==> src/rtl/irq_pkg.sv <==
package irq_pkg;
  typedef enum logic [1:0] {
    SEQ_IDLE = 2'd0,
    SEQ_REQ  = 2'd1,
    SEQ_ACK  = 2'd2
  } seq_state_e;
endpackage

==> src/rtl/irq_sampler.sv <==
module irq_sampler #(
  parameter int NUM_LVL = 4,
  parameter int PHASES  = 4,
  localparam int PH_W   = (PHASES > 1) ? $clog2(PHASES) : 1
) (
  input  logic               clk,
  input  logic               rst,
  input  logic [NUM_LVL-1:0] irq_i,
  output logic [NUM_LVL-1:0] req_q,
  output logic [PH_W-1:0]    phase_o
);
  logic [PH_W-1:0] ph_q;

  // processor-cycle phase counter; phase 0 edge captures requests
  always_ff @(posedge clk) begin
    if (rst) begin
      ph_q <= '0;
    end else if (ph_q == PH_W'(PHASES - 1)) begin
      ph_q <= '0;
    end else begin
      ph_q <= ph_q + 1'b1;
    end
  end

  always_ff @(posedge clk) begin
    if (rst) begin
      req_q <= '0;
    end else if (ph_q == '0) begin
      req_q <= irq_i;
    end
  end

  assign phase_o = ph_q;
endmodule

==> src/rtl/irq_prio_arb.sv <==
module irq_prio_arb #(
  parameter int NUM_LVL = 4,
  localparam int LVL_W  = (NUM_LVL > 1) ? $clog2(NUM_LVL) : 1
) (
  input  logic [NUM_LVL-1:0] req_i,
  input  logic [NUM_LVL-1:0] mask_i,
  output logic [NUM_LVL-1:0] live_o,
  output logic               pend_o,
  output logic [LVL_W-1:0]   lvl_o
);
  assign live_o = req_i & ~mask_i;
  assign pend_o = |live_o;

  // scan from lowest priority upward so the lowest index wins
  always_comb begin
    lvl_o = '0;
    for (int i = NUM_LVL - 1; i >= 0; i--) begin
      if (live_o[i]) lvl_o = LVL_W'(i);
    end
  end
endmodule

==> src/rtl/irq_code_gen.sv <==
module irq_code_gen #(
  parameter int NUM_LVL = 4,
  localparam int LVL_W  = (NUM_LVL > 1) ? $clog2(NUM_LVL) : 1
) (
  input  logic [LVL_W-1:0]   lvl_i,
  output logic [NUM_LVL-1:0] code_o
);
  // serviced level and every lower-priority level are disabled
  for (genvar g = 0; g < NUM_LVL; g++) begin : g_bit
    assign code_o[g] = (LVL_W'(g) >= lvl_i);
  end
endmodule

==> src/rtl/irq_ack_seq.sv <==
module irq_ack_seq
  import irq_pkg::*;
#(
  parameter int NUM_LVL = 4,
  parameter int PHASES  = 4,
  localparam int LVL_W  = (NUM_LVL > 1) ? $clog2(NUM_LVL) : 1,
  localparam int PH_W   = (PHASES > 1) ? $clog2(PHASES) : 1
) (
  input  logic               clk,
  input  logic               rst,
  input  logic [PH_W-1:0]    phase_i,
  input  logic               pend_i,
  input  logic [LVL_W-1:0]   arb_lvl_i,
  input  logic               sync_i,
  input  logic               mask_wr_en_i,
  input  logic [NUM_LVL-1:0] mask_wr_data_i,
  input  logic [NUM_LVL-1:0] code_i,
  output logic [LVL_W-1:0]   lvl_o,
  output logic               ack_req_o,
  output logic               iack_o,
  output logic [NUM_LVL-1:0] mask_o
);
  seq_state_e         state_q;
  logic [LVL_W-1:0]   lvl_q;
  logic [NUM_LVL-1:0] mask_q;
  logic               decide;
  logic               start;
  logic               done;

  assign decide = (state_q == SEQ_IDLE) && (phase_i == PH_W'(1));
  assign start  = decide && pend_i;
  assign done   = (state_q == SEQ_ACK) && !sync_i;

  always_ff @(posedge clk) begin
    if (rst) begin
      state_q <= SEQ_IDLE;
    end else begin
      unique case (state_q)
        SEQ_IDLE: if (start)   state_q <= SEQ_REQ;
        SEQ_REQ:  if (sync_i)  state_q <= SEQ_ACK;
        SEQ_ACK:  if (!sync_i) state_q <= SEQ_IDLE;
        default:               state_q <= SEQ_IDLE;
      endcase
    end
  end

  always_ff @(posedge clk) begin
    if (rst) begin
      lvl_q <= '0;
    end else if (decide) begin
      lvl_q <= arb_lvl_i;
    end
  end

  // acknowledge completion outranks a software write
  always_ff @(posedge clk) begin
    if (rst) begin
      mask_q <= '0;
    end else if (done) begin
      mask_q <= code_i;
    end else if (mask_wr_en_i) begin
      mask_q <= mask_wr_data_i;
    end
  end

  assign lvl_o     = lvl_q;
  assign ack_req_o = (state_q == SEQ_REQ);
  assign iack_o    = (state_q != SEQ_IDLE) && sync_i;
  assign mask_o    = mask_q;

  assert_req_holds_R5: assert property (@(posedge clk) disable iff (rst)
    (state_q == SEQ_REQ && !sync_i) |=> (state_q == SEQ_REQ));

  assert_level_frozen_R9: assert property (@(posedge clk) disable iff (rst)
    (state_q != SEQ_IDLE) |=> $stable(lvl_q));

  assert_done_loads_code_R8: assert property (@(posedge clk) disable iff (rst)
    done |=> (mask_q == $past(code_i)));

  assert_mask_write_R10: assert property (@(posedge clk) disable iff (rst)
    (mask_wr_en_i && !done) |=> (mask_q == $past(mask_wr_data_i)));
endmodule

==> src/rtl/irq_prio_ctrl.sv <==
module irq_prio_ctrl #(
  parameter int NUM_LVL = 4,
  parameter int PHASES  = 4,
  localparam int LVL_W  = (NUM_LVL > 1) ? $clog2(NUM_LVL) : 1,
  localparam int PH_W   = (PHASES > 1) ? $clog2(PHASES) : 1
) (
  input  logic               clk,
  input  logic               rst,
  input  logic [NUM_LVL-1:0] irq_i,
  input  logic               mask_wr_en_i,
  input  logic [NUM_LVL-1:0] mask_wr_data_i,
  input  logic               bus_sync_i,
  output logic               pending_o,
  output logic [LVL_W-1:0]   level_o,
  output logic               ack_req_o,
  output logic               iack_o,
  output logic [NUM_LVL-1:0] dal_code_o,
  output logic               dal_oe_o,
  output logic [NUM_LVL-1:0] mask_o
);
  logic [NUM_LVL-1:0] req_q;
  logic [PH_W-1:0]    phase;
  logic [NUM_LVL-1:0] live;
  logic               arb_pend;
  logic [LVL_W-1:0]   arb_lvl;
  logic [LVL_W-1:0]   held_lvl;
  logic [NUM_LVL-1:0] code;
  logic [NUM_LVL-1:0] mask;

  irq_sampler #(.NUM_LVL(NUM_LVL), .PHASES(PHASES)) sampler_i (
    .clk     (clk),
    .rst     (rst),
    .irq_i   (irq_i),
    .req_q   (req_q),
    .phase_o (phase)
  );

  irq_prio_arb #(.NUM_LVL(NUM_LVL)) arb_i (
    .req_i  (req_q),
    .mask_i (mask),
    .live_o (live),
    .pend_o (arb_pend),
    .lvl_o  (arb_lvl)
  );

  irq_code_gen #(.NUM_LVL(NUM_LVL)) code_i (
    .lvl_i  (held_lvl),
    .code_o (code)
  );

  irq_ack_seq #(.NUM_LVL(NUM_LVL), .PHASES(PHASES)) seq_i (
    .clk            (clk),
    .rst            (rst),
    .phase_i        (phase),
    .pend_i         (arb_pend),
    .arb_lvl_i      (arb_lvl),
    .sync_i         (bus_sync_i),
    .mask_wr_en_i   (mask_wr_en_i),
    .mask_wr_data_i (mask_wr_data_i),
    .code_i         (code),
    .lvl_o          (held_lvl),
    .ack_req_o      (ack_req_o),
    .iack_o         (iack_o),
    .mask_o         (mask)
  );

  assign pending_o  = arb_pend;
  assign level_o    = held_lvl;
  assign dal_oe_o   = iack_o;
  assign dal_code_o = iack_o ? code : '0;
  assign mask_o     = mask;

  assert_start_phase_R2: assert property (@(posedge clk) disable iff (rst)
    $rose(ack_req_o) |-> ($past(phase) == PH_W'(1)));

  assert_winner_highest_R4: assert property (@(posedge clk) disable iff (rst)
    arb_pend |-> (live[arb_lvl] &&
                  ((live & ((NUM_LVL'(1) << arb_lvl) - NUM_LVL'(1))) == '0)));

  assert_code_top_bit_R7: assert property (@(posedge clk) disable iff (rst)
    dal_oe_o |-> (dal_code_o[NUM_LVL-1] && bus_sync_i));
endmodule

==> config.mk <==
export PLATFORM = sky130hd
export DESIGN_NAME = irq_prio_ctrl
export DESIGN_NICKNAME = d
export VERILOG_FILES = /design/src/rtl/irq_pkg.sv /design/src/rtl/irq_sampler.sv /design/src/rtl/irq_prio_arb.sv /design/src/rtl/irq_code_gen.sv /design/src/rtl/irq_ack_seq.sv /design/src/rtl/irq_prio_ctrl.sv
export SDC_FILE = /design/constraint.sdc
export NUM_CORES = 1
export LEC_CHECK = 0
export ABC_CLOCK_PERIOD_IN_PS = 1200
export BUFFER_PORTS_ARGS = -buffer_cell sky130_fd_sc_hd__buf_2
export CAP_MARGIN = 25
export CORE_MARGIN = 3
export CORE_UTILIZATION = 35
export DETAILED_ROUTE_END_ITERATION = 10
export PLACE_DENSITY = 0.62
export SYNTH_ARGS = -nofsm -noshare
export SYNTH_HDL_FRONTEND = slang
export SYNTH_HIERARCHICAL = 1
export SYNTH_SLANG_ARGS = --single-unit
==> constraint.sdc <==
create_clock -name clk -period 1.2 [get_ports clk]
set_input_delay 0.3 -clock clk [delete_from_list [all_inputs] [get_ports clk]]
set_output_delay 0.3 -clock clk [all_outputs]
set_load 0.05 [all_outputs]
======== After elaboration in Yosys (flattened, before gate mapping) ========
Cells that the tools add are included.
cells by class
  add/sub/neg operators ................... 1
  magnitude comparators ................... 4
  equality and inequality tests ........... 7
  mux-type cells .......................... 11
  bitwise gates (word level) .............. 2
  reduce and logical (&&, ||, !) cells .... 12
operators with widths
  operator                                              number
  two-way mux 2 bit                                     7
  two-way mux 4 bit                                     3
  one-hot mux 2 bit (3 select lines)                    1
  AND 4 bit                                             1
  equality test 2 x 1 -> 1 bit (second input constant)  2
  equality test 2 bit (second input constant)           2
  >= comparator 1 x 2 -> 1 bit (first input constant)   2
  >= comparator 2 bit (first input constant)            2
  logical AND 1 bit                                     4
  zero test 2 bit                                       2
  != test 2 bit (second input constant)                 2
  NOT 4 bit                                             1
  nonzero test 2 bit                                    2
  OR reduction 4 bit                                    1
  AND reduction 3 bit                                   1
  adder 2 x 1 -> 2 bit (second input constant)          1
  != test 2 x 1 -> 1 bit (second input constant)        1
  OR reduction 2 bit                                    1
  zero test 1 bit                                       1
storage, ports and cells
  flip-flop bits (word level) ............. 14
  input bits .............................. 12
  output and inout bits ................... 14

======== Depth between registers and ports, before layout ========
  depth after elaboration ................. 6
  gate-level depth with buffers ........... 6
  gate-level depth less buffers ........... 6

======== Cells and area by module ========
Netlist, hierarchy kept.
by module, submodules not included
  module         instances  cells an instance  area an instance (µm²)
  irq_ack_seq    1          39                 424.2
  irq_sampler    1          21                 225.2
  irq_prio_arb   1          11                 86.3
  irq_prio_ctrl  1          5                  32.5
  irq_code_gen   1          5                  22.5

======== Least setup slack after synthesis ========
OpenSTA, ideal clock, no wires.
  path type ............................... register -> register
  start point ............................. reg seq_i.mask_q[2] (netlist: seq_i/mask_o[2])
  end point ............................... reg seq_i.state_q[0]
  arrival ................................. 1.626 ns
  required time ........................... 1.083 ns
  path slack .............................. -0.543 ns
  stages on the path, launching flop included .. 6
  buffers on the path ..................... 0
  period minus slack after synthesis ...... 1.743 ns
  path through ............................ dfxtp_1 > nand2b_4 > inv_2 > nor2_2 > nand2_1 > a32o_1
on the way
  word-level cells in the longest chain between the ends .. 6
ends and longest elaborated chain
  item                                     RTL line             RTL
  start: declaration                       irq_ack_seq.sv:25    logic [NUM_LVL-1:0] mask_q;
  start signal: assignment                 irq_ack_seq.sv:60    mask_q <= code_i;
  start signal: assignment                 irq_ack_seq.sv:62    mask_q <= mask_wr_data_i;
  NOT 4 bit                                irq_prio_arb.sv:11   assign live_o = req_i & ~mask_i;
  AND 4 bit                                irq_prio_arb.sv:11
  via live[2]                              irq_prio_ctrl.sv:23  logic [NUM_LVL-1:0] live;
  OR reduction 4 bit                       irq_prio_arb.sv:12   assign pend_o = |live_o;
  via pending_o                            irq_prio_ctrl.sv:13  output logic pending_o,
  logical AND 1 bit                        irq_ack_seq.sv:31    assign start = decide && pend_i;
  != test 2 x 1 -> 1 bit (no source line)  --
  AND reduction 3 bit (no source line)     --
  end signal: assignment                   irq_ack_seq.sv:36    state_q <= SEQ_IDLE;
  end signal: assignment                   irq_ack_seq.sv:39    SEQ_IDLE: if (start) state_q <= SEQ_REQ;
  end signal: assignment                   irq_ack_seq.sv:40    SEQ_REQ: if (sync_i) state_q <= SEQ_ACK;
  end: declaration                         irq_ack_seq.sv:23    seq_state_e state_q;
The timed path passes the listed nets, and every way through them passes these cells.
A chain may end at the register's enable or synchronous reset.

======== Worst setup path in the final report ========
  start point ............................. reg seq_i.state_q[0]
  end point ............................... out dal_code_o[1]
on the way
  word-level cells in the longest chain between the ends .. 3
ends and longest elaborated chain
  item                RTL line             RTL
  nonzero test 2 bit  irq_ack_seq.sv:68    assign iack_o = (state_q != SEQ_IDLE) && sync_i;
  logical AND 1 bit   irq_ack_seq.sv:68
  two-way mux 4 bit   irq_prio_ctrl.sv:70  assign dal_code_o = iack_o ? code : '0;
  end: declaration    irq_prio_ctrl.sv:17  output logic [NUM_LVL-1:0] dal_code_o,
No other way between the ends.

==> results.sh <==
export IMPL_slew_viol_final=0
export IMPL_reg2reg_from="seq_i/state_q[0]$_SDFFE_PP0P_"
export IMPL_reg2reg_to="seq_i/mask_o[1]$_SDFFE_PP0P_"
export IMPL_hold_end="sampler_i/req_q[0]$_SDFFE_PP0N_"
export IMPL_fin_worst_skew_ns=0.00126
export IMPL_clock_sink_count=14
export IMPL_fp_dieW_um=53.5
export IMPL_finalWorstSetupSlack_ns=-0.241
export IMPL_sequentialPowerShare_pct=40.4
export IMPL_finalInstanceArea_um2=1190
export IMPL_dp_hpwl_mm=1.34
export IMPL_grt_max_degree=11
export IMPL_syn_num_nets=95
export IMPL_n_antenna_cell=0
export IMPL_clock_power_share_pct=20.3
export IMPL_antenna_found_initial=0
export IMPL_ys_ff_latch=14
export IMPL_min_delay_start="irq_i[0]"
export IMPL_crit_slowest_cell="dfxtp_2"
export IMPL_die_h_um=53.5
export IMPL_gp_congestion=0.663
export IMPL_post_synth_and_or_nand_nor_area_fraction_pct=31.8
export IMPL_std_cell_rows=16
export IMPL_switchingPower_uw=469
export IMPL_cts_tree="yes"
export IMPL_synth_cell_types=32
export IMPL_synth_seq_area_share_pct=35.4
export IMPL_fin_setup_tns_ns=-2.32
export IMPL_min_path_type="primary input to register"
export IMPL_timing_max_cap_violations=0
export IMPL_syn_to_final_growth_pct=50.5
export IMPL_worstSetupStartpoint="seq_i/state_q[0]$_SDFFE_PP0P_"
export IMPL_start_util_pct=38.7
export IMPL_cts_made_buffers=3
export IMPL_yosys_area_share_adder_pct=3.16
export IMPL_core_area_um2=2040
export IMPL_grt_overflow=0
export IMPL_cts_root_buffer="clkbuf_4"
export IMPL_cts_htree_levels=1
export IMPL_wire_per_inst_um=11.9
export IMPL_cellLeakagePower_nw=0.547
export IMPL_critPathLaunchType="register"
export IMPL_placement_io_buffers=25
export IMPL_path_delay_family="flip-flops"
export IMPL_fin_util_pct=58.3
export IMPL_path_max_fanout=5
export IMPL_ios=26
export IMPL_synth_compound_area_share_pct=6.65
export IMPL_nets=130
export IMPL_ant_nets=0
export IMPL_cpPeakStageDelay_ns=0.34
export IMPL_drt_initial_drc_count=3
export IMPL_routed_via_density=4.65
export IMPL_p_int_uw=879
export IMPL_placed_area_um2=1010
export IMPL_drc=0
export IMPL_fin_crit_sh_pct=120
export IMPL_max_freq_mhz=694
export IMPL_cellPowerDensity_nw_per_um2=1130
export IMPL_synth_warnings=6
export IMPL_critical_path_class="register to output port"
export IMPL_rsz0062_at_grt="yes"
export IMPL_muxShareOfSynthArea_pct=12.7
export IMPL_crit_path_cell_trace="o21a_4 -> and2_4 -> buf_6"
export IMPL_clkTransAtPathRegs_ns=0.08
export IMPL_violations="negative setup slack"
export IMPL_clockBufferDepth=2
export IMPL_grtUsageTotal_pct=13.3
export IMPL_power_share_combinational_pct=39.3
export IMPL_synth_top_family_by_area="simple AND/OR/NAND/NOR gates"
export IMPL_synthCells=81
export IMPL_dr_pass1_iters=2
export IMPL_whs_ns=0.263
export IMPL_routed_wl_mm=1.69
export IMPL_worstSetupEndpointType="output port"
export IMPL_rr_worst_depth=4
export IMPL_vias=660
export IMPL_hold_path_depth=3
export IMPL_switching_share_pct=34.8
export IMPL_clkLatencyLatePin_ns=0.27
export IMPL_finalSetupViolCount=15
export IMPL_r2r_setup_slack_ns=-0.11
export IMPL_total_power_mw=1.35
export IMPL_hold_violations=0
export IMPL_dieArea_um2=2870
export IMPL_synth_area_um2=791
export IMPL_peakVddDrop_mv=0.675
export IMPL_period_needed_ns=1.44
export IMPL_grt_pass1_vias=645
export IMPL_grt_first_pass_wirelength_mm=2.66
export IMPL_status="complete, but fails checks"
export IMPL_crit_buf_inv=1
export IMPL_syn_mean_instance_area_um2=9.76
export IMPL_drive_above_1_share_pct=61.7
export IMPL_synth_xor_area_share_pct=1.11
export IMPL_crit_arrival_ns=1.14
export IMPL_required_ns=0.90
-- layout by cell type (no fill, tap or decap), types with 2 or more instances in the layout --
cell      Yosys  layout
buf_4         2      14
buf_2         0      11
mux2i_1      10      10
nor2_1        8       7
buf_6         2       7
dfxtp_1      14       6
dfxtp_2       0       5
and2_4        0       4
clkbuf_4      0       4
inv_1         4       4
buf_8         0       4
nand2b_1      4       4
a211oi_2      0       4
dfxtp_4       0       3
nor2b_4       2       2
ha_1          2       2
nor4b_1       4       2
nor4b_2       0       2
-- cells in the mapped netlist, drive strengths merged --
master	instances	area share, %
a211oi	4	3.8
a21oi	1	0.63
a32o	1	1.3
and2	4	3.2
and2b	1	1.1
and3	1	0.79
buf	5	5.2
clkbuf	2	1.1
conb	1	0.47
dfxtp	14	35
ha	2	3.2
inv	5	2.4
mux2i	10	13
nand2	2	0.95
nand2b	5	4.9
nor2	9	4.6
nor2b	3	4.6
nor3	2	1.9
nor3b	1	0.95
nor4b	5	7.4
o21a	1	0.95
or3b	1	1.4
xor2	1	1.1
-- power by group through the flow --
stage	Combinational, mW	Sequential (mW)	Clock [mW]
final	0.529	0.545	0.273
after global routing	0.565	0.553	0.311
after CTS	0.514	0.545	0.292
after detailed placement	0.451	0.557	0
after global placement	0.444	0.555	0
after floorplan	0.311	0.595	0
-- sequential cells by signal, indices dropped and copies added, names as in the netlist --
| signal | flops |
|---|---|
| sampler_i/req_q | 4 |
| seq_i/mask_o | 4 |
| sampler_i/phase_o | 2 |
| seq_i/lvl_o | 2 |
| seq_i/state_q | 2 |
-- how the worst max path moves through the flow --
stage / endpoint / slack [ns] / depth (start not counted)
after CTS: dal_code_o[1] / -0.26 / 3
after floorplan: dal_code_o[0] / -0.04 / 3
after detailed placement: seq_i/mask_o[3]$_SDFFE_PP0P_ / -0.05 / 3
after global routing: dal_code_o[1] / -0.28 / 3
after global placement: dal_code_o[2] / -0.03 / 4
final: dal_code_o[1] / -0.24 / 3
-- per-layer routing --
metal | GRT usage, % | up-vias | part of all wire [%] | routed length [µm]
met2 | 22.7 | 15 | 51 | 868
met4 | 7.66 | 0 | 1.2 | 20
met1 | 15.3 | 303 | 42 | 712
met3 | 2.77 | 2 | 5.4 | 91
li1 | - | 340 | - | -
met5 | 0 | - | 0 | 0
-- through the flow --
step	cells	worst slack (ns)
global placement	135	-0.0291
finish	142	-0.241
CTS	140	-0.263
global route	142	-0.278
detailed placement	135	-0.0500
floorplan	81	-0.0398
-- worst min-delay path: cells and delay by family --
| family | cells | cell delay, ns |
|---|---|---|
| AND/OR/NAND/NOR | 1 | 0.07 |
| multiplexers | 1 | 0.06 |
| buffers and inverters | 1 | 0.07 |
-- cell families (layout without fill, tap and decap cells) --
| group | Yosys count | after routing |
|---|---|---|
| flip-flops | 14 | 14 |
| multiplexers | 10 | 10 |
| buffers and inverters | 12 | 46 |
| other | 1 | 1 |
| AND/OR/NAND/NOR | 34 | 34 |
| AO/OA/AOI/OAI | 7 | 7 |
| XOR/XNOR | 1 | 1 |
| adder cells (fa/ha/maj) | 2 | 2 |
-- cell type report --
cell class	count	area, µm²
Clock buffer	4	26.3
Fill cell	194	852
Inverter	5	18.8
Multi-Input combinational cell	55	507
Sequential cell	14	298
Tap cell	27	33.8
Timing Repair Buffer	37	307
-- timing repair --
action,in CTS,in global routing
resized for setup,29,9
hold buffers,0,0
setup buffers,1,2
setup endpoints to repair,18,17
pin swaps,4,0
Power figures use the tool's default switching activity.
